## src/rtl/aux_sysctl_pkg.sv

```systemverilog
package aux_sysctl_pkg;
  localparam int NUM_SEL  = 7;
  localparam int SEL_CFG  = 0;
  localparam int SEL_DIAG = 1;
  localparam int SEL_MDM  = 2;
  localparam int SEL_AUX1 = 3;
  localparam int SEL_AUX2 = 4;
  localparam int SEL_SYS  = 5;
  localparam int SEL_LED  = 6;

  localparam int CFG_PFEN_BIT = 3;
  localparam int AUX2_OFF_BIT = 0;
  localparam int AUX2_CLR_BIT = 1;
  localparam int AUX2_PF_BIT  = 5;
  localparam int AUX1_TC_BIT  = 1;
  localparam int SYS_CMD_BIT  = 0;
  localparam int SYS_STAT_BIT = 1;
endpackage

```

## src/rtl/aux_plain_reg.sv

```systemverilog
module aux_plain_reg #(
  parameter int W        = 8,
  parameter bit SOFT_CLR = 1'b0
) (
  input  logic         clk,
  input  logic         por_n,
  input  logic         sys_reset,
  input  logic         we,
  input  logic [W-1:0] d_in,
  output logic [W-1:0] q
);
  logic [W-1:0] q_d;

  always_comb begin
    q_d = q;
    if (we) q_d = d_in;
    if (SOFT_CLR && sys_reset) q_d = '0;
  end

  always_ff @(posedge clk or negedge por_n) begin
    if (!por_n) q <= '0;
    else        q <= q_d;
  end

  generate
    if (SOFT_CLR) begin : g_clr
      a_r7_soft_clear: assert property (@(posedge clk) disable iff (!por_n)
        sys_reset |=> (q == '0));
    end else begin : g_keep
      a_r7_survives: assert property (@(posedge clk) disable iff (!por_n)
        sys_reset |=> $stable(q));
    end
  endgenerate
endmodule

```

## src/rtl/aux_power_unit.sv

```systemverilog
module aux_power_unit
  import aux_sysctl_pkg::*;
#(
  parameter int W = 8
) (
  input  logic         clk,
  input  logic         por_n,
  input  logic         sys_reset,
  input  logic         cfg_we,
  input  logic         aux2_we,
  input  logic [W-1:0] d_in,
  input  logic         pwr_fail,
  output logic [W-1:0] cfg_q,
  output logic [W-1:0] aux2_q,
  output logic         irq,
  output logic         pwr_off
);
  logic         pf_q;
  logic         pf_evt;
  logic [W-1:0] cfg_d;
  logic [W-1:0] aux2_d;
  logic [W-1:0] aux2_wr;

  assign pf_evt = pwr_fail ^ pf_q;

  always_comb begin
    aux2_wr = '0;
    aux2_wr[AUX2_OFF_BIT] = d_in[AUX2_OFF_BIT];
    if (!d_in[AUX2_CLR_BIT]) aux2_wr[AUX2_PF_BIT] = aux2_q[AUX2_PF_BIT];
  end

  always_comb begin
    cfg_d  = cfg_q;
    aux2_d = aux2_q;
    if (sys_reset) begin
      cfg_d  = '0;
      aux2_d = '0;
    end else begin
      if (cfg_we)  cfg_d  = d_in;
      if (aux2_we) aux2_d = aux2_wr;
      if (pf_evt)  aux2_d[AUX2_PF_BIT] = pwr_fail & cfg_q[CFG_PFEN_BIT];
    end
  end

  always_ff @(posedge clk or negedge por_n) begin
    if (!por_n) begin
      pf_q   <= 1'b0;
      cfg_q  <= '0;
      aux2_q <= '0;
    end else begin
      pf_q   <= pwr_fail;
      cfg_q  <= cfg_d;
      aux2_q <= aux2_d;
    end
  end

  assign irq     = aux2_q[AUX2_PF_BIT] & cfg_q[CFG_PFEN_BIT];
  assign pwr_off = aux2_q[AUX2_OFF_BIT];

  a_r2_latch_enabled: assert property (@(posedge clk) disable iff (!por_n)
    ($rose(pwr_fail) && cfg_q[CFG_PFEN_BIT] && !sys_reset) |=> aux2_q[AUX2_PF_BIT]);

  a_r2_block_disabled: assert property (@(posedge clk) disable iff (!por_n)
    (pf_evt && !cfg_q[CFG_PFEN_BIT]) |=> !aux2_q[AUX2_PF_BIT]);

  a_r3_clear_keeps_off: assert property (@(posedge clk) disable iff (!por_n)
    (aux2_we && d_in[AUX2_CLR_BIT] && !sys_reset && !pf_evt)
      |=> (aux2_q[W-1:1] == '0) && (aux2_q[0] == $past(d_in[0])));

  a_r11_disable_keeps_status: assert property (@(posedge clk) disable iff (!por_n)
    (cfg_we && !d_in[CFG_PFEN_BIT] && !aux2_we && !pf_evt && !sys_reset)
      |=> !irq && (aux2_q[AUX2_PF_BIT] == $past(aux2_q[AUX2_PF_BIT])));
endmodule

```

## src/rtl/aux_cmd_unit.sv

```systemverilog
module aux_cmd_unit
  import aux_sysctl_pkg::*;
#(
  parameter int W  = 8,
  parameter int AW = 2
) (
  input  logic          clk,
  input  logic          por_n,
  input  logic          sys_reset,
  input  logic          aux1_we,
  input  logic          sys_we,
  input  logic [AW-1:0] addr,
  input  logic [W-1:0]  d_in,
  output logic [W-1:0]  aux1_q,
  output logic [W-1:0]  sys_q,
  output logic          tc_pulse,
  output logic          rst_req
);
  logic [W-1:0] aux1_d;
  logic [W-1:0] sys_d;
  logic         tc_d;
  logic         rr_d;
  logic         sys_hit;

  assign sys_hit = sys_we && (addr == '0) && d_in[SYS_CMD_BIT];

  always_comb begin
    aux1_d = aux1_q;
    tc_d   = 1'b0;
    if (sys_reset) begin
      aux1_d = '0;
    end else if (aux1_we) begin
      aux1_d = d_in;
      aux1_d[AUX1_TC_BIT] = 1'b0;
      tc_d   = d_in[AUX1_TC_BIT];
    end
  end

  always_comb begin
    sys_d = sys_q;
    rr_d  = 1'b0;
    if (sys_hit) begin
      sys_d = '0;
      sys_d[SYS_STAT_BIT] = 1'b1;
      rr_d  = 1'b1;
    end
  end

  always_ff @(posedge clk or negedge por_n) begin
    if (!por_n) begin
      aux1_q   <= '0;
      sys_q    <= '0;
      tc_pulse <= 1'b0;
      rst_req  <= 1'b0;
    end else begin
      aux1_q   <= aux1_d;
      sys_q    <= sys_d;
      tc_pulse <= tc_d;
      rst_req  <= rr_d;
    end
  end

  a_r5_tc_fires: assert property (@(posedge clk) disable iff (!por_n)
    (aux1_we && d_in[AUX1_TC_BIT] && !sys_reset) |=> (tc_pulse && !aux1_q[AUX1_TC_BIT]));

  a_r6_offset_ignored: assert property (@(posedge clk) disable iff (!por_n)
    (sys_we && (addr != '0)) |=> ($stable(sys_q) && !rst_req));

  a_r6_req_with_status: assert property (@(posedge clk) disable iff (!por_n)
    rst_req |-> sys_q[SYS_STAT_BIT]);
endmodule

```

## src/rtl/aux_sysctl.sv

```systemverilog
module aux_sysctl
  import aux_sysctl_pkg::*;
#(
  parameter int DATA_W = 32,
  parameter int ADDR_W = 2,
  parameter int REG_W  = 8,
  parameter int LED_W  = 16
) (
  input  logic               clk,
  input  logic               por_n,
  input  logic               sys_reset,
  input  logic [NUM_SEL-1:0] sel,
  input  logic [ADDR_W-1:0]  addr,
  input  logic               wr_en,
  input  logic [LED_W-1:0]   wdata,
  output logic [DATA_W-1:0]  rdata,
  input  logic               pwr_fail,
  output logic               irq,
  output logic               fd_tc,
  output logic               pwr_off_req,
  output logic               sys_rst_req
);
  localparam int BYTE_LO = 0;

  logic [NUM_SEL-1:0] we;
  logic [REG_W-1:0]   wbyte;
  logic               at_zero;
  logic [REG_W-1:0]   cfg_q, diag_q, mdm_q, aux1_q, aux2_q, sys_q;
  logic [LED_W-1:0]   led_q;

  assign wbyte   = wdata[BYTE_LO +: REG_W];
  assign at_zero = (addr == '0);

  generate
    for (genvar i = 0; i < NUM_SEL; i++) begin : g_we
      assign we[i] = wr_en & sel[i] & ~sys_reset;
    end
  endgenerate

  aux_plain_reg #(.W(REG_W), .SOFT_CLR(1'b0)) u_diag (
    .clk(clk), .por_n(por_n), .sys_reset(sys_reset),
    .we(we[SEL_DIAG]), .d_in(wbyte), .q(diag_q));

  aux_plain_reg #(.W(REG_W), .SOFT_CLR(1'b1)) u_mdm (
    .clk(clk), .por_n(por_n), .sys_reset(sys_reset),
    .we(we[SEL_MDM]), .d_in(wbyte), .q(mdm_q));

  aux_plain_reg #(.W(LED_W), .SOFT_CLR(1'b0)) u_led (
    .clk(clk), .por_n(por_n), .sys_reset(sys_reset),
    .we(we[SEL_LED] & at_zero), .d_in(wdata), .q(led_q));

  aux_power_unit #(.W(REG_W)) u_pwr (
    .clk(clk), .por_n(por_n), .sys_reset(sys_reset),
    .cfg_we(we[SEL_CFG]), .aux2_we(we[SEL_AUX2]), .d_in(wbyte),
    .pwr_fail(pwr_fail), .cfg_q(cfg_q), .aux2_q(aux2_q),
    .irq(irq), .pwr_off(pwr_off_req));

  aux_cmd_unit #(.W(REG_W), .AW(ADDR_W)) u_cmd (
    .clk(clk), .por_n(por_n), .sys_reset(sys_reset),
    .aux1_we(we[SEL_AUX1]), .sys_we(we[SEL_SYS]), .addr(addr), .d_in(wbyte),
    .aux1_q(aux1_q), .sys_q(sys_q), .tc_pulse(fd_tc), .rst_req(sys_rst_req));

  always_comb begin
    rdata = '0;
    if (sel[SEL_CFG])             rdata = rdata | DATA_W'(cfg_q);
    if (sel[SEL_DIAG])            rdata = rdata | DATA_W'(diag_q);
    if (sel[SEL_MDM])             rdata = rdata | DATA_W'(mdm_q);
    if (sel[SEL_AUX1])            rdata = rdata | DATA_W'(aux1_q);
    if (sel[SEL_AUX2])            rdata = rdata | DATA_W'(aux2_q);
    if (sel[SEL_SYS] && at_zero)  rdata = rdata | DATA_W'(sys_q);
    if (sel[SEL_LED] && at_zero)  rdata = rdata | DATA_W'(led_q);
  end

  a_r10_one_select: assert property (@(posedge clk) disable iff (!por_n)
    $onehot0(sel));

  a_r10_idle_reads_zero: assert property (@(posedge clk) disable iff (!por_n)
    (sel == '0) |-> (rdata == '0));

  a_r9_led_offset: assert property (@(posedge clk) disable iff (!por_n)
    (wr_en && sel[SEL_LED] && !at_zero) |=> $stable(led_q));

  a_r7_blocks_writes: assert property (@(posedge clk) disable iff (!por_n)
    sys_reset |=> (!fd_tc && !sys_rst_req));
endmodule

```

## config.mk

```make
export PLATFORM = sky130hd
export DESIGN_NAME = aux_sysctl
export DESIGN_NICKNAME = d
export VERILOG_FILES = /design/src/rtl/aux_sysctl_pkg.sv /design/src/rtl/aux_plain_reg.sv /design/src/rtl/aux_power_unit.sv /design/src/rtl/aux_cmd_unit.sv /design/src/rtl/aux_sysctl.sv
export SDC_FILE = /design/constraint.sdc
export NUM_CORES = 1
export LEC_CHECK = 0
export ABC_AREA = 1
export BUFFER_PORTS_ARGS = -buffer_cell sky130_fd_sc_hd__buf_2
export CAP_MARGIN = 20
export CORE_AREA = 2 2 88 90
export DETAILED_ROUTE_END_ITERATION = 12
export DIE_AREA = 0 0 90 92
export GPL_TIMING_DRIVEN = 0
export MAX_ROUTING_LAYER = met4
export SYNTH_ARGS = -nofsm -noshare
export SYNTH_HDL_FRONTEND = slang
export SYNTH_SLANG_ARGS = --single-unit
```

## constraint.sdc

```tcl
create_clock -name clk -period 0.8 [get_ports clk]
set_clock_uncertainty 0.05 [all_clocks]
set_input_delay 0.08 -clock clk [delete_from_list [all_inputs] [get_ports clk]]
set_output_delay 0.08 -clock clk [all_outputs]
set_load 0.005 [all_outputs]
```

# Word level (Yosys, flattened, before mapping)
# Cells that the tools add are included.
# word_totals
ff_bits	60
in_bits	30
wordCells	68
# classes
mux	20
bitwise_logic	25
n_reduce_logical	12
# op_table
op	count
$mux W32	5
$or A32 B8 Y32	3
$mux W8	10
$or A32 B16 Y32	1
$or A32 B2 Y32	1
$and A1 B1 Y1	17
$or A8 B8 Y8	1
$reduce_bool A2 Y1	4
$reduce_bool A3 Y1	2
$mux W1	5
$logic_and A1 B1 Y1	4
$logic_not A2 Y1	1
$reduce_and A2 Y1	1
$not A1 Y1	1
$xor A1 B1 Y1	1

# Longest topological paths before layout
# depth
word_depth	13
depth_mapped	7
depth_no_buf	5

# Hierarchy
# A second synthesis with hierarchy kept.
# hier_totals
hier_cells	412
hier_area_um2	3069.2
# modules_own_cells
mod	n_inst	cells_per_inst	area_per_inst_um2
aux_sysctl	1	160	753.2
aux_plain_reg at u_led	1	68	644.4
aux_power_unit	1	63	569.3
aux_cmd_unit	1	52	461.7
aux_plain_reg at u_mdm	1	35	335.3
aux_plain_reg at u_diag	1	34	305.3

# Worst setup path after synthesis
# No wires, ideal clock.
# synth_timing
kind	input to register
startpoint	input port sys_reset
endpoint	register u_led.q[6]
arrival_time_ns	0.688
required_ns	0.634
setup_slack_ns	-0.054
cell_stages	6
n_path_buf	2
cell_sequence	buf_4 > nor2_8 > nand2_4 > buf_6 > nand2_1 > nand2_1
# synth_between
elab_chain_cells	3
# synth_rtl
element	line_no	text
from (decl)	aux_sysctl.sv:11	input logic sys_reset,
$not A1 Y1	aux_sysctl.sv:36	assign we[i] = wr_en & sel[i] & ~sys_reset;
$and A1 B1 Y1	aux_sysctl.sv:36	
$and A1 B1 Y1	aux_sysctl.sv:50	.we(we[SEL_LED] & at_zero), .d_in(wdata), .q(led_q));
to (signal assigned)	aux_plain_reg.sv:22	else q <= q_d;
to (decl)	aux_plain_reg.sv:10	output logic [W-1:0] q
# Every way passes these cells.
# A chain may end at the register's enable or synchronous reset.

# Worst setup path after layout
# layout_timing
startpoint	register u_pwr.cfg_q[1]
endpoint	output port rdata[1]
# layout_between
elab_chain_cells	13
# layout_rtl
element	line_no	text
from (decl)	aux_power_unit.sv:13	output logic [W-1:0] cfg_q,
from (signal assigned)	aux_power_unit.sv:52	cfg_q <= cfg_d;
$mux W8 (*)	aux_sysctl.sv:65	if (sel[SEL_CFG]) rdata = rdata | DATA_W'(cfg_q);
$or A8 B8 Y8	aux_sysctl.sv:66	if (sel[SEL_DIAG]) rdata = rdata | DATA_W'(diag_q);
$mux W8 (*)	aux_sysctl.sv:66	
$or A32 B8 Y32	aux_sysctl.sv:67	if (sel[SEL_MDM]) rdata = rdata | DATA_W'(mdm_q);
$mux W32 (*)	aux_sysctl.sv:67	
$or A32 B8 Y32	aux_sysctl.sv:68	if (sel[SEL_AUX1]) rdata = rdata | DATA_W'(aux1_q);
$mux W32 (*)	aux_sysctl.sv:68	
$or A32 B8 Y32	aux_sysctl.sv:69	if (sel[SEL_AUX2]) rdata = rdata | DATA_W'(aux2_q);
$mux W32 (*)	aux_sysctl.sv:69	
$or A32 B2 Y32	aux_sysctl.sv:70	if (sel[SEL_SYS] && at_zero) rdata = rdata | DATA_W'(sys_q);
$mux W32 (*)	aux_sysctl.sv:70	
$or A32 B16 Y32	aux_sysctl.sv:71	if (sel[SEL_LED] && at_zero) rdata = rdata | DATA_W'(led_q);
$mux W32 (*)	aux_sysctl.sv:71	
to (decl)	aux_sysctl.sv:16	output logic [DATA_W-1:0] rdata,
# Every way passes the cells marked *; elsewhere a longest branch is shown, timed or not.

==> impl_results.md <==
* P per Cell Area at 1660 nW/µm²
* Slew margin rel. at 0.662
* Post-layout util at 0.493
* Initial core utilization at 0.361
* Yosys cell types at 21
* Footprint of the multi-input gates at 1220 µm²
* Worst Path Max Fanout at 2
* Count of pins over their slew limit at 0
* Worst min path class: in -> async
* # DRC at 0
* Via count at 2505
* Wire per inst at 12.2 µm
* # port buffers at 44
* Tcrit/Tclk final at 1.62
* Area Overhead vs Synth at 36.4%
* CTS Buf Count at 5
* Final WL at 6.81 mm
* Post-DP Area at 3140 µm²
* Clock Path Buffers at 2
* Vert. Die Dim at 92 µm
* Final instance area at 3670 µm²
* Row Count at 32
* Antenna cells at 0
* Unrepaired setup endpoints after global routing: yes
* Fillers at 763
* Multiplexer share of the synthesized area at 0
* Combinational Power Share at 0.210
* Most common cell after layout, fill and taps aside: nand2_1
* Average cell area after synthesis at 7.60 µm²
* # setup viols final at 27
* CP required at 0.67 ns
* Vias in the first global route at 2382
* Mapped Area at 2690 µm²
* Initial antenna violation count at 0
* Violated checks: hold timing, setup timing
* Hold Worst Slack at -0.331 ns
* Worst slack, placed at -0.372 ns
* CP arrival at 1.16 ns
* Register area at 1330 µm²
* Worst vdd ir at 0.850 mV
* Total grt overflow at 0
* Skew-Pair Late Insertion Delay at 0.32 ns
* Initial DRC count at 93
* Setup crit end kind: output port
* Synthesized netlist cell count at 354
* Final Critical Period at 1.29 ns
* Critical Path Source Type: flop
* #FFs+latches synth at 53
* Fin. Hold Viols at 21
* Chip width at 90 µm
* Pleak at 2.08 nW
* Most frequent cells in the layout: nand2_1, dfrtp_1, buf_2, nand3_1, buf_4
* IO Pins at 66
* Cell Int Power at 4.36 mW
* Via density at 4.51
* Compound-cell area share of the yosys netlist at 0.0251
* Detail Route Antenna Nets at 0
* Sequential area share after synthesis at 0.493
* P_sw at 1.74 mW
* Clock share of power at 0.275
* Clk root buf: clkbuf_8
* Total global routing track utilization at 0.175
* CP Class: reg -> out
* Largest family of logic cells by synthesized area: simple AND/OR/NAND/NOR gates
* H-tree Lvls at 2
* Die Area at 8280 µm²
* Max cap viols at 0
* Xor-xnor portion of the synthesized cell area at 0
* Worst-margin pin slew at 0.507 ns
* TritonCTS Sinks at 53
* Clock transition at path regs at 0.10 ns
* Layout cells sized above 1 at 0.291
* F_max at 773 MHz
* First-pass GRT wire length at 11.3 mm
* TritonCTS clock tree: yes
* Yosys warnings at 0
* Sw Share at 0.286
* Post-Synth Simple-Gate Area at 0.368
* Fin Setup TNS at -6.98 ns
* Final setup margin at -0.494 ns
* Synth Area in Adders at 0
* 1st-pass router iterations at 4
* Sequential share of power at 0.515
* Outcome: complete, but fails checks
* Maximum number of pins on one net before global-route repair at 33
* Core Footprint at 7450 µm²
* Nets@finish at 483
* Dpl hpwl at 4.87 mm
* Gpl congestion at 0.818
[final cells by class]
class / count / area share
sequential: 53 / 0.361
multi-input combinational: 261 / 0.333
timing repair buffer: 77 / 0.155
buffer: 29 / 0.0607
tap: 102 / 0.0348
inverter: 26 / 0.0273
clock buffer: 7 / 0.0263
clock inverter: 1 / 0.00136
[power by group through the flow]
stage,Combinational [mW],Clock (mW),Sequential (mW)
5_1_grt,1.46,1.82,3.17
3_5_place_dp,1.04,0,3.19
3_3_place_gp,1.01,0,3.18
2_1_floorplan,0.668,0,3.15
4_1_cts,1.18,1.71,3.13
6_report,1.28,1.68,3.14
[synth_stat cells, drive strengths merged]
library cell / n / area (µm²)
inv: 26 / 97.6
nand3: 49 / 250
nand4: 1 / 6.26
o21ai: 12 / 60.1
conb: 1 / 3.75
nand2: 154 / 603
nor3: 1 / 5.00
buf: 29 / 206
nor2: 27 / 125
o21bai: 1 / 7.51
dfrtp: 53 / 1330
[worst paths after layout]
path                                 from              end  slack, ns  cells past startpoint
setup / recovery           u_pwr.cfg_q[1]         rdata[1]      -0.49                      5
hold / removal                      por_n       u_mdm.q[6]      -0.33                      1
setup reg to reg           u_pwr.cfg_q[3]  u_pwr.aux2_q[5]      -0.12                      4
hold reg to reg                u_led.q[9]       u_led.q[9]       0.43                      2
max in group asynchronous           por_n       u_led.q[8]       0.47                      2
min in group clk                 wdata[5]      u_diag.q[5]       0.01                      3
[per-layer routing]
layer / global-route usage / part of all wire
met1: 0.230 / 0.47
met2: 0.268 / 0.48
met3: 0.0403 / 0.041
met4: 0.0564 / 0.013
met5: - / 0
[metrics by stage]
step,cells,power [mW]
after CTS,549,6.02
after detailed placement,516,4.23
after global routing,556,6.45
after global placement,515,4.19
after floorplan,369,3.82
final,556,6.10
[cells by family (layout without fill, tap and decap cells)]
logic type             Yosys count  count (layout)
DFF                             53              53
other                            1              16
buffers and inverters           55             140
and+or+nand+nor                232             232
AOI/OAI and AO/OA               13              13
[sequential cells by signal, indices dropped and copies added (netlist names)]
| register | flops |
|---|---|
| u_mdm.q | 8 |
| u_diag.q | 8 |
| u_pwr.aux2_q | 2 |
| u_cmd.aux1_q | 7 |
| u_cmd.tc_pulse | 1 |
| u_cmd.rst_req | 1 |
| u_pwr.pf_q | 1 |
| u_pwr.cfg_q | 8 |
| u_cmd.sys_q | 1 |
| u_led.q | 16 |
[worst max-delay path: stages, from the launching register on]
cell,delay [ns]
dfrtp_1,0.41
nand2_1,0.08
nand2_1,0.06
nor2_2,0.09
nand3_1,0.08
buf_2,0.13
[what timing repair did]
item	4_1_cts	5_1_grt
buffers inserted	8	7
hold endpoints to repair	42	28
gates resized for setup	10	36
setup endpoints to repair	20	43
hold buffers	17	5
pin swaps	18	18
Power figures use the tool's default switching activity.
